`src/rtl/sram_model_pkg.sv`:
```
package sram_model_pkg;
  localparam int unsigned LANE_W = 8;

  function automatic int unsigned max_u(input int unsigned a, input int unsigned b);
    return (a > b) ? a : b;
  endfunction
endpackage

```
`src/rtl/sram_write_window.sv`:
```
module sram_write_window
  import sram_model_pkg::*;
#(
  parameter int unsigned ADDR_W = 8,
  parameter int unsigned LANES  = 2
) (
  input  logic                              clk,
  input  logic                              rst,
  input  logic                              ce_n,
  input  logic                              we_n,
  input  logic [LANES-1:0]                  be_n,
  input  logic [ADDR_W-1:0]                 addr,
  input  logic [LANES*LANE_W-1:0]           din,
  output logic [LANES-1:0]                  wr_en,
  output logic [LANES-1:0][ADDR_W-1:0]      wr_addr,
  output logic [LANES-1:0][LANE_W-1:0]      wr_data
);
  // Each lane tracks its own overlap window; commit happens on the sample
  // in which the window is first seen closed.
  for (genvar g = 0; g < LANES; g++) begin : g_lane
    logic              open_now;
    logic              open_q;
    logic [ADDR_W-1:0] a_q;
    logic [LANE_W-1:0] d_q;

    assign open_now = ~ce_n & ~we_n & ~be_n[g];

    always_ff @(posedge clk) begin
      if (rst) begin
        open_q <= 1'b0;
        a_q    <= '0;
        d_q    <= '0;
      end else begin
        open_q <= open_now;
        if (open_now) begin
          a_q <= addr;
          d_q <= din[g*LANE_W +: LANE_W];
        end
      end
    end

    assign wr_en[g]   = open_q & ~open_now;
    assign wr_addr[g] = a_q;
    assign wr_data[g] = d_q;
  end
endmodule

```
`src/rtl/sram_byte_array.sv`:
```
module sram_byte_array
  import sram_model_pkg::*;
#(
  parameter int unsigned ADDR_W = 8,
  parameter int unsigned LANES  = 2
) (
  input  logic                         clk,
  input  logic [LANES-1:0]             wr_en,
  input  logic [LANES-1:0][ADDR_W-1:0] wr_addr,
  input  logic [LANES-1:0][LANE_W-1:0] wr_data,
  input  logic [ADDR_W-1:0]            rd_addr,
  output logic [LANES-1:0][LANE_W-1:0] rd_data
);
  localparam int unsigned DEPTH = 1 << ADDR_W;

  // One simple-dual-port array per lane: one write port, one registered read.
  for (genvar g = 0; g < LANES; g++) begin : g_lane
    logic [LANE_W-1:0] mem [DEPTH];
    logic [LANE_W-1:0] q;

    always_ff @(posedge clk) begin
      if (wr_en[g]) mem[wr_addr[g]] <= wr_data[g];
      q <= mem[rd_addr];
    end

    assign rd_data[g] = q;
  end
endmodule

```
`src/rtl/sram_read_timer.sv`:
```
module sram_read_timer
  import sram_model_pkg::*;
#(
  parameter int unsigned ADDR_LAT = 3,
  parameter int unsigned OE_LAT   = 2
) (
  input  logic clk,
  input  logic rst,
  input  logic trig_addr,
  input  logic trig_en,
  output logic settled
);
  localparam int unsigned TOP = max_u(ADDR_LAT, OE_LAT);
  localparam int unsigned CW  = $clog2(TOP + 1);

  logic [CW-1:0] cnt_q;
  logic [CW-1:0] dec;
  logic [CW-1:0] cnt_d;

  // Count down; each trigger can only lengthen the remaining wait.
  always_comb begin
    dec   = (cnt_q == '0) ? '0 : cnt_q - CW'(1);
    cnt_d = dec;
    if (trig_en && (CW'(OE_LAT) > cnt_d))     cnt_d = CW'(OE_LAT);
    if (trig_addr && (CW'(ADDR_LAT) > cnt_d)) cnt_d = CW'(ADDR_LAT);
    settled = (cnt_d == '0);
  end

  always_ff @(posedge clk) begin
    if (rst) cnt_q <= '0;
    else     cnt_q <= cnt_d;
  end
endmodule

```
`src/rtl/bytelane_sram.sv`:
```
module bytelane_sram
  import sram_model_pkg::*;
#(
  parameter int unsigned ADDR_W   = 8,
  parameter int unsigned LANES    = 2,
  parameter int unsigned ADDR_LAT = 3,
  parameter int unsigned OE_LAT   = 2
) (
  input  logic                      clk,
  input  logic                      rst,
  input  logic                      ce_n,
  input  logic                      we_n,
  input  logic                      oe_n,
  input  logic [LANES-1:0]          be_n,
  input  logic [ADDR_W-1:0]         addr,
  input  logic [LANES*LANE_W-1:0]   dq_in,
  output logic [LANES*LANE_W-1:0]   dq_out,
  output logic [LANES-1:0]          dq_oe,
  output logic                      standby
);
  // ADDR_LAT must be at least 2 so a read never sees the array before a
  // write committed on the same edge has landed.

  logic [LANES-1:0]                  wr_en;
  logic [LANES-1:0][ADDR_W-1:0]      wr_addr;
  logic [LANES-1:0][LANE_W-1:0]      wr_data;
  logic [LANES-1:0][LANE_W-1:0]      rd_data;

  logic [ADDR_W-1:0] addr_p;
  logic              ce_p, we_p, oe_p;
  logic [LANES-1:0]  be_p;
  logic              trig_addr, trig_en, settled, read_ok;
  logic [LANES-1:0]  drive;

  sram_write_window #(.ADDR_W(ADDR_W), .LANES(LANES)) u_win (
    .clk(clk), .rst(rst), .ce_n(ce_n), .we_n(we_n), .be_n(be_n),
    .addr(addr), .din(dq_in),
    .wr_en(wr_en), .wr_addr(wr_addr), .wr_data(wr_data)
  );

  sram_byte_array #(.ADDR_W(ADDR_W), .LANES(LANES)) u_array (
    .clk(clk), .wr_en(wr_en), .wr_addr(wr_addr), .wr_data(wr_data),
    .rd_addr(addr), .rd_data(rd_data)
  );

  sram_read_timer #(.ADDR_LAT(ADDR_LAT), .OE_LAT(OE_LAT)) u_timer (
    .clk(clk), .rst(rst), .trig_addr(trig_addr), .trig_en(trig_en),
    .settled(settled)
  );

  // Previous-sample copies used for edge detection on the controls.
  always_ff @(posedge clk) begin
    addr_p <= addr;
    if (rst) begin
      ce_p <= 1'b1;
      we_p <= 1'b1;
      oe_p <= 1'b1;
      be_p <= '1;
    end else begin
      ce_p <= ce_n;
      we_p <= we_n;
      oe_p <= oe_n;
      be_p <= be_n;
    end
  end

  always_comb begin
    trig_addr = (addr != addr_p) | (ce_p & ~ce_n) | (~we_p & we_n);
    trig_en   = (oe_p & ~oe_n) | (|(be_p & ~be_n));
    read_ok   = ~ce_n & ~oe_n & we_n;
    drive     = (read_ok && settled) ? ~be_n : '0;
  end

  always_ff @(posedge clk) begin
    if (rst) begin
      dq_oe   <= '0;
      dq_out  <= '0;
      standby <= 1'b1;
    end else begin
      dq_oe   <= drive;
      standby <= ce_n | (&be_n);
      for (int l = 0; l < LANES; l++) begin
        dq_out[l*LANE_W +: LANE_W] <= drive[l] ? rd_data[l] : '0;
      end
    end
  end
endmodule

```
`config.mk`:
```
export PLATFORM = sky130hd
export DESIGN_NAME = bytelane_sram
export DESIGN_NICKNAME = d
export VERILOG_FILES = /design/src/rtl/sram_model_pkg.sv /design/src/rtl/sram_write_window.sv /design/src/rtl/sram_byte_array.sv /design/src/rtl/sram_read_timer.sv /design/src/rtl/bytelane_sram.sv
export SDC_FILE = /design/constraint.sdc
export NUM_CORES = 2
export LEC_CHECK = 0
export ABC_CLOCK_PERIOD_IN_PS = 10600
export CAP_MARGIN = 0
export CORE_MARGIN = 5
export CORE_UTILIZATION = 55
export DETAILED_ROUTE_END_ITERATION = 10
export PLACE_DENSITY = 0.69
export SLEW_MARGIN = 20
export SYNTH_ARGS = -nofsm -noshare
export SYNTH_HDL_FRONTEND = slang
export SYNTH_SLANG_ARGS = --single-unit
```
`constraint.sdc`:
```
create_clock -name clk -period 10.6 [get_ports clk]
set_input_delay 3.18 -clock clk [delete_from_list [all_inputs] [get_ports clk]]
set_output_delay 3.18 -clock clk [all_outputs]
set_load 0.01 [all_outputs]
```
* Word-level counts from Yosys, hierarchy flattened *
Memory sizes are Yosys's and may differ from the RTL's. A register that Yosys moved wholly into a read port is not among the register bits.
Cells that the tools add are included.

storage, ports and cells
  register bits = 68
  RAM bits = 4096
  input port bits = 31
  word-level logic and storage cells = 65
  memories kept = 2

cells by class
  add/subtract/negate cells = 1
  magnitude comparators = 2
  equality and inequality tests = 1
  mux-type cells = 8
  bitwise operators = 26
  reductions and logical operators = 9

memories
  memory                 depth  width  read ports  clocked after Yosys merged registers in  wr ports  RTL line               RTL
  u_array.g_lane[0].mem  256    8      1           1                                        1         sram_byte_array.sv:18  logic [LANE_W-1:0] mem [DEPTH];
  u_array.g_lane[1].mem  256    8      1           1                                        1         sram_byte_array.sv:18

operator list
  operator                                                            number
  1-bit AND                                                           10
  1-bit NOT                                                           10
  2-bit two-way mux                                                   4
  8-bit inequality test                                               1
  2-bit OR reduction                                                  3
  2-bit greater-than comparator, first input constant                 2
  2-bit zero test                                                     2
  1-bit two-way mux                                                   4
  1-bit OR                                                            4
  1-bit logical AND                                                   3
  2-bit AND                                                           1
  2-bit NOT                                                           1
  2-bit AND reduction                                                 1
  2-bit by 1-bit subtractor with 2-bit output, second input constant  1

* Depth between registers and ports, before layout *
  depth after elaboration = 14
  gate-level depth with buffers = 12

* By module *
From an unflattened synthesis, not the netlist that was laid out.

second synthesis, totals
  cells, all modules = 7870
  area, all modules = 162525.9 µm²

modules (own cells, without submodules)
  module             times used  cells each  area an instance (µm²)  seq. area each (µm²)
  sram_byte_array    1           7644        160026.0                123318.3
  sram_write_window  1           143         1471.4                  680.7
  bytelane_sram      1           75          954.7                   640.6
  sram_read_timer    1           8           73.8                    40.0

* Worst setup path before layout *
No wires, ideal clock.

  path type = input -> register
  start point = input port addr[0]
  end point = register u_array.g_lane[0].q[2], read port of u_array.g_lane[0].mem
  setup time = 0.124 ns
  arrival = 5.189 ns
  path slack = 5.288 ns
  cell stages on the path = 8
  cells stage by stage = buf_6 > buf_8 > buf_2 > mux4_2 > mux4_2 > a22o_1 > o32ai_2 > nor4_2

RTL lines
  what         RTL line               RTL
  from (decl)  bytelane_sram.sv:15    input logic [ADDR_W-1:0] addr,
  to (decl)    sram_byte_array.sv:19  logic [LANE_W-1:0] q;

* Worst setup path in the final report *
  start point = input port ce_n
  end point = memory u_array.g_lane[0].mem[217][6], enable pin

on the way
  cells in the longest elaborated chain, start to end = 7

ends and longest elaborated chain
  what                                     RTL line                 RTL
  from (decl)                              bytelane_sram.sv:11      input logic ce_n,
  1-bit NOT                                sram_write_window.sv:26  assign open_now = ~ce_n & ~we_n & ~be_n[g];
  1-bit AND (2 in series)                  sram_write_window.sv:26
  1-bit NOT                                sram_write_window.sv:42  assign wr_en[g] = open_q & ~open_now;
  1-bit AND                                sram_write_window.sv:42
  1-bit two-way mux                        sram_byte_array.sv:22    if (wr_en[g]) mem[wr_addr[g]] <= wr_data[g];
  1-bit two-way mux (implied by the code)  sram_byte_array.sv:22
  to (decl)                                sram_byte_array.sv:18

No other way between the ends.

==> flow_summary_export.csv <==
group,metric,value,unit
critical_path,crit_chain,"clkdlybuf4s50_1 > or3_1 > nand2_1 > nor3b_4 > nand3_1 > nor2_1",
power_and_ir_drop,power_density,188.3,mW/mm^2
logic_synthesis,syn_area,0.1625,sq mm
global_route,grt_antenna_before_repair,12,
drt,antenna_left,0,
logic_synthesis,yosysSeqAreaShare,76.74,%
power_and_ir_drop,p_sw,0.007146,W
floorplanning,rows,199,
floorplanning,initial_core_util,55.25,%
power_and_ir_drop,p_comb_share,3.8,%
logic_synthesis,yosys.area.top_type,"edfxtp_1",
place,dp_slack,2874,ps
logic_synthesis,synth-seq-cells,4180,
place,placedCellCount,11476,
critical_path,start_kind,"input pin",
critical_path,required,11160,ps
power_and_ir_drop,ir_worst_vdd,0.2116,mV
layout,drive_gt1_share,20.07,%
run,cap_viol_max_count,0,
logic_synthesis,synth-main-ff-cell,"edfxtp_1",
status,status,"finished clean",
timing,relSlewSlack,11.25,%
global_route,grt_remaining_overflow,0,
clock_tree,clk_latency,960,ps
place,portBuffers,49,
drt,drt_first_pass_iters,6,
logic_synthesis,syn-num-nets,7863,
layout,post-route-util,61.21,%
clock_tree,cts-buffers-inserted,413,
critical_path,slowest_stage,"nand3_1",
power_and_ir_drop,seqPwrFrac,53.4,%
global_route,grt_pass1_wl,577.0,mm
logic_synthesis,synth_area_leaders,"edfxtp_1, mux4_2, mux2i_1, nor2_1, o221ai_1",
layout,syn_to_final_growth,10.78,%
critical_path,critPathMaxFanout,18,
logic_synthesis,synth_warnings,0,
drt,drt_iter0_markers,9911,
logic_synthesis,synthCells,7832,
critical_path,critPathLaunch,"ce_n",
timing,fin_crit,6735,ps
timing,setup-tns-final,0,ps
timing,fmax,148.5,MHz
clock_tree,clock-root-buffer,"clkbuf_16",
place,gp_congestion,0.8564,
timing,timing.final.hold_violations,0,
clock_tree,cts_setup_buffers,0,
power_and_ir_drop,p_leak,51.19,nW
hold_path,hold_start,"u_timer.cnt_q[0]",
clock_tree,cts_tree,"done",
drt,drt_wl_total,398.8,mm
logic_synthesis,syn_avg_cell_area,20.75,sq um
power_and_ir_drop,swShare,21.08,%
drt,vias,80504,
clock_tree,cts.htree.levels,5,
clock_tree,cts_resized,0,
drt,drc_errors,0,
clock_tree,holdBufCountCts,0,
global_route,grt_usage,25.72,%
timing,finalSetupViolCount,0,
logic_synthesis,synth-edff-count,4096,
floorplanning,die_h,553.5,um
timing,fin_ws,3865,ps
critical_path,end_kind,"flop",
global_route,grt_pass1_vias,80690,
floorplanning,die_area,0.3064,sq mm
timing,slew_violations,0,
clock_tree,cts_buffer_depth,4,
logic_synthesis,ys_types,66,
logic_synthesis,synth_top_area_share,75.70,%
place,dpl.hpwl,236.4,mm
layout,final_nets,8005,
timing,fin_skew,58.07,ps
critical_path,cp_slowest_stage_delay,870,ps
clock_tree,numClockSinks,4180,
timing,grt_setup_unrepaired,"false",
timing,tightest_slew,1298,ps
logic_synthesis,async_reset_ff_share,0,%
floorplanning,design.core.area,0.2941,sq mm
critical_path,timing.critical_path.buf_inv,1,
clock_tree,clk_pin_slew,60,ps
critical_path,path_delay_family,"simple AND/OR/NAND/NOR gates",
critical_path,rr_startpoint,"u_win.g_lane[0].open_q",
global_route,grt_max_degree,216,
timing,fin_crit_sh,63.54,%
floorplanning,fp.dieW,553.5,um
power_and_ir_drop,p_int,0.02675,W
drt,wl_per_cell,32.54,um
critical_path,path_class,"in2reg",
layout,final_cells,12258,
power_and_ir_drop,power.share.clock,42.8,%
critical_path,worst_ep_arrival_time,7290,ps
floorplanning,io_pins,50,
drt,viasPerCell,6.567,
hold_path,min_path_type,"reg2reg",
metal layers:
metal / share of wire (%) / vias to the layer above / track usage (%)
met5: 0 / - / 0
met4: 4.5 / 0 / 10.49
met3: 8.4 / 810 / 3.927
met2: 49 / 4342 / 41.43
met1: 38 / 42332 / 35.84
li1: - / 33020 / -
through the flow:
step,cell area [sq um],hold slack [ps],power [W]
detailed placement,166400,450.0,0.01972
floorplan,162500,405.7,0.01931
global route,180000,518.4,0.03482
CTS,179900,458.7,0.03404
global placement,166300,448.1,0.01970
finish,180000,462.1,0.03390
registers in the layout, summed over array words and instances, names as in the netlist, 2 cells and up:
name,flops
dq_oe,2
u_win.g_lane.a_q,16
u_array.g_lane.mem,4096
u_timer.cnt_q,2
be_p,2
u_array.g_lane.q,16
dq_out,16
u_win.g_lane.d_q,16
addr_p,8
u_win.g_lane.open_q,2
Yosys cell counts, types with 4 or more instances:
master,n
edfxtp_1,4096
mux4_2,815
mux2i_1,556
nor2_1,544
o221ai_1,214
clkbuf_1,207
nand2_1,188
a21oi_1,151
nor3_1,128
o22ai_1,125
buf_2,86
dfxtp_1,84
o21ai_0,75
buf_8,49
nand3_1,43
buf_4,39
mux4_1,39
buf_6,38
nor4_1,36
buf_1,32
a22o_1,28
nand4_1,25
a211oi_1,24
and2_1,21
a22oi_1,18
buf_12,17
nor2b_1,17
a2111oi_0,10
mux2_2,10
o21a_1,9
xnor2_1,8
o31ai_1,7
inv_1,6
or2_2,6
or3_1,6
a221oi_1,5
and3_1,5
o211ai_1,5
a2111oi_2,4
a21boi_0,4
a32oi_1,4
nand2b_1,4
or4_1,4
tightest hold or removal path: stages, from the launching register on:
cell	delay (ps)
dfxtp_1	300
nand2_1	60
a21oi_1	50
layout by cell type, fill, tap and decap left out, types with 16 or more instances in the layout:
| master | Yosys | final |
|---|---|---|
| a21oi_1 | 151 | 150 |
| nand4_1 | 25 | 25 |
| nor3_1 | 128 | 123 |
| o221ai_1 | 214 | 214 |
| bufinv_16 | 0 | 37 |
| and2_1 | 21 | 20 |
| o21ai_0 | 75 | 75 |
| edfxtp_1 | 4096 | 4096 |
| clkdlybuf4s50_1 | 0 | 42 |
| nand2_1 | 188 | 180 |
| o22ai_1 | 125 | 125 |
| clkinv_1 | 1 | 78 |
| nand3_1 | 43 | 31 |
| clkbuf_16 | 0 | 416 |
| nor2_1 | 544 | 542 |
| a22o_1 | 28 | 28 |
| dfxtp_4 | 0 | 16 |
| mux4_2 | 815 | 815 |
| dfxtp_1 | 84 | 68 |
| clkinv_2 | 0 | 81 |
| nor2b_1 | 17 | 17 |
| mux2i_1 | 556 | 556 |
| a22oi_1 | 18 | 18 |
| buf_4 | 39 | 123 |
| a211oi_1 | 24 | 24 |
| nor4_1 | 36 | 30 |
| clkinvlp_4 | 0 | 21 |
| mux4_1 | 39 | 39 |
| buf_12 | 17 | 23 |
| clkbuf_1 | 207 | 85 |
kinds of logic after synthesis:
logic type / synth area share, %
DFF: 76.74
and+or+nand+nor: 2.771
xor gates and xnor gates: 0.04313
AOI/OAI and AO/OA: 3.053
muxes: 15.42
buffers and inverters: 1.974
cell type report:
class	count	area, sq um
fill	19966	114100
inverter	8	47.55
clock buffer	514	10910
sequential	4180	124700
timing repair buffer	202	1996
clock inverter	257	2599
multi-input combinational	3169	34780
antenna	9	22.52
tap	3919	4903
power by group through the flow:
stage	Sequential (W)	Clock, W	Combinational, W
finish	0.0181	0.0145	0.00128
global route	0.0181	0.0154	0.00133
CTS	0.0181	0.0147	0.00128
detailed placement	0.0185	0	0.00127
global placement	0.0184	0	0.00125
floorplan	0.0185	0	0.000802
worst paths after layout:
path                                         to  slack (ps)  cells past startpoint
hold / removal                 u_timer.cnt_q[1]         460                      2
setup / recovery  u_array.g_lane[0].mem[217][6]        3860                      6
hold reg to reg                u_timer.cnt_q[1]         460                      2
setup reg to reg  u_array.g_lane[0].mem[217][6]        6940                      4
Power figures use the tool's default switching activity.
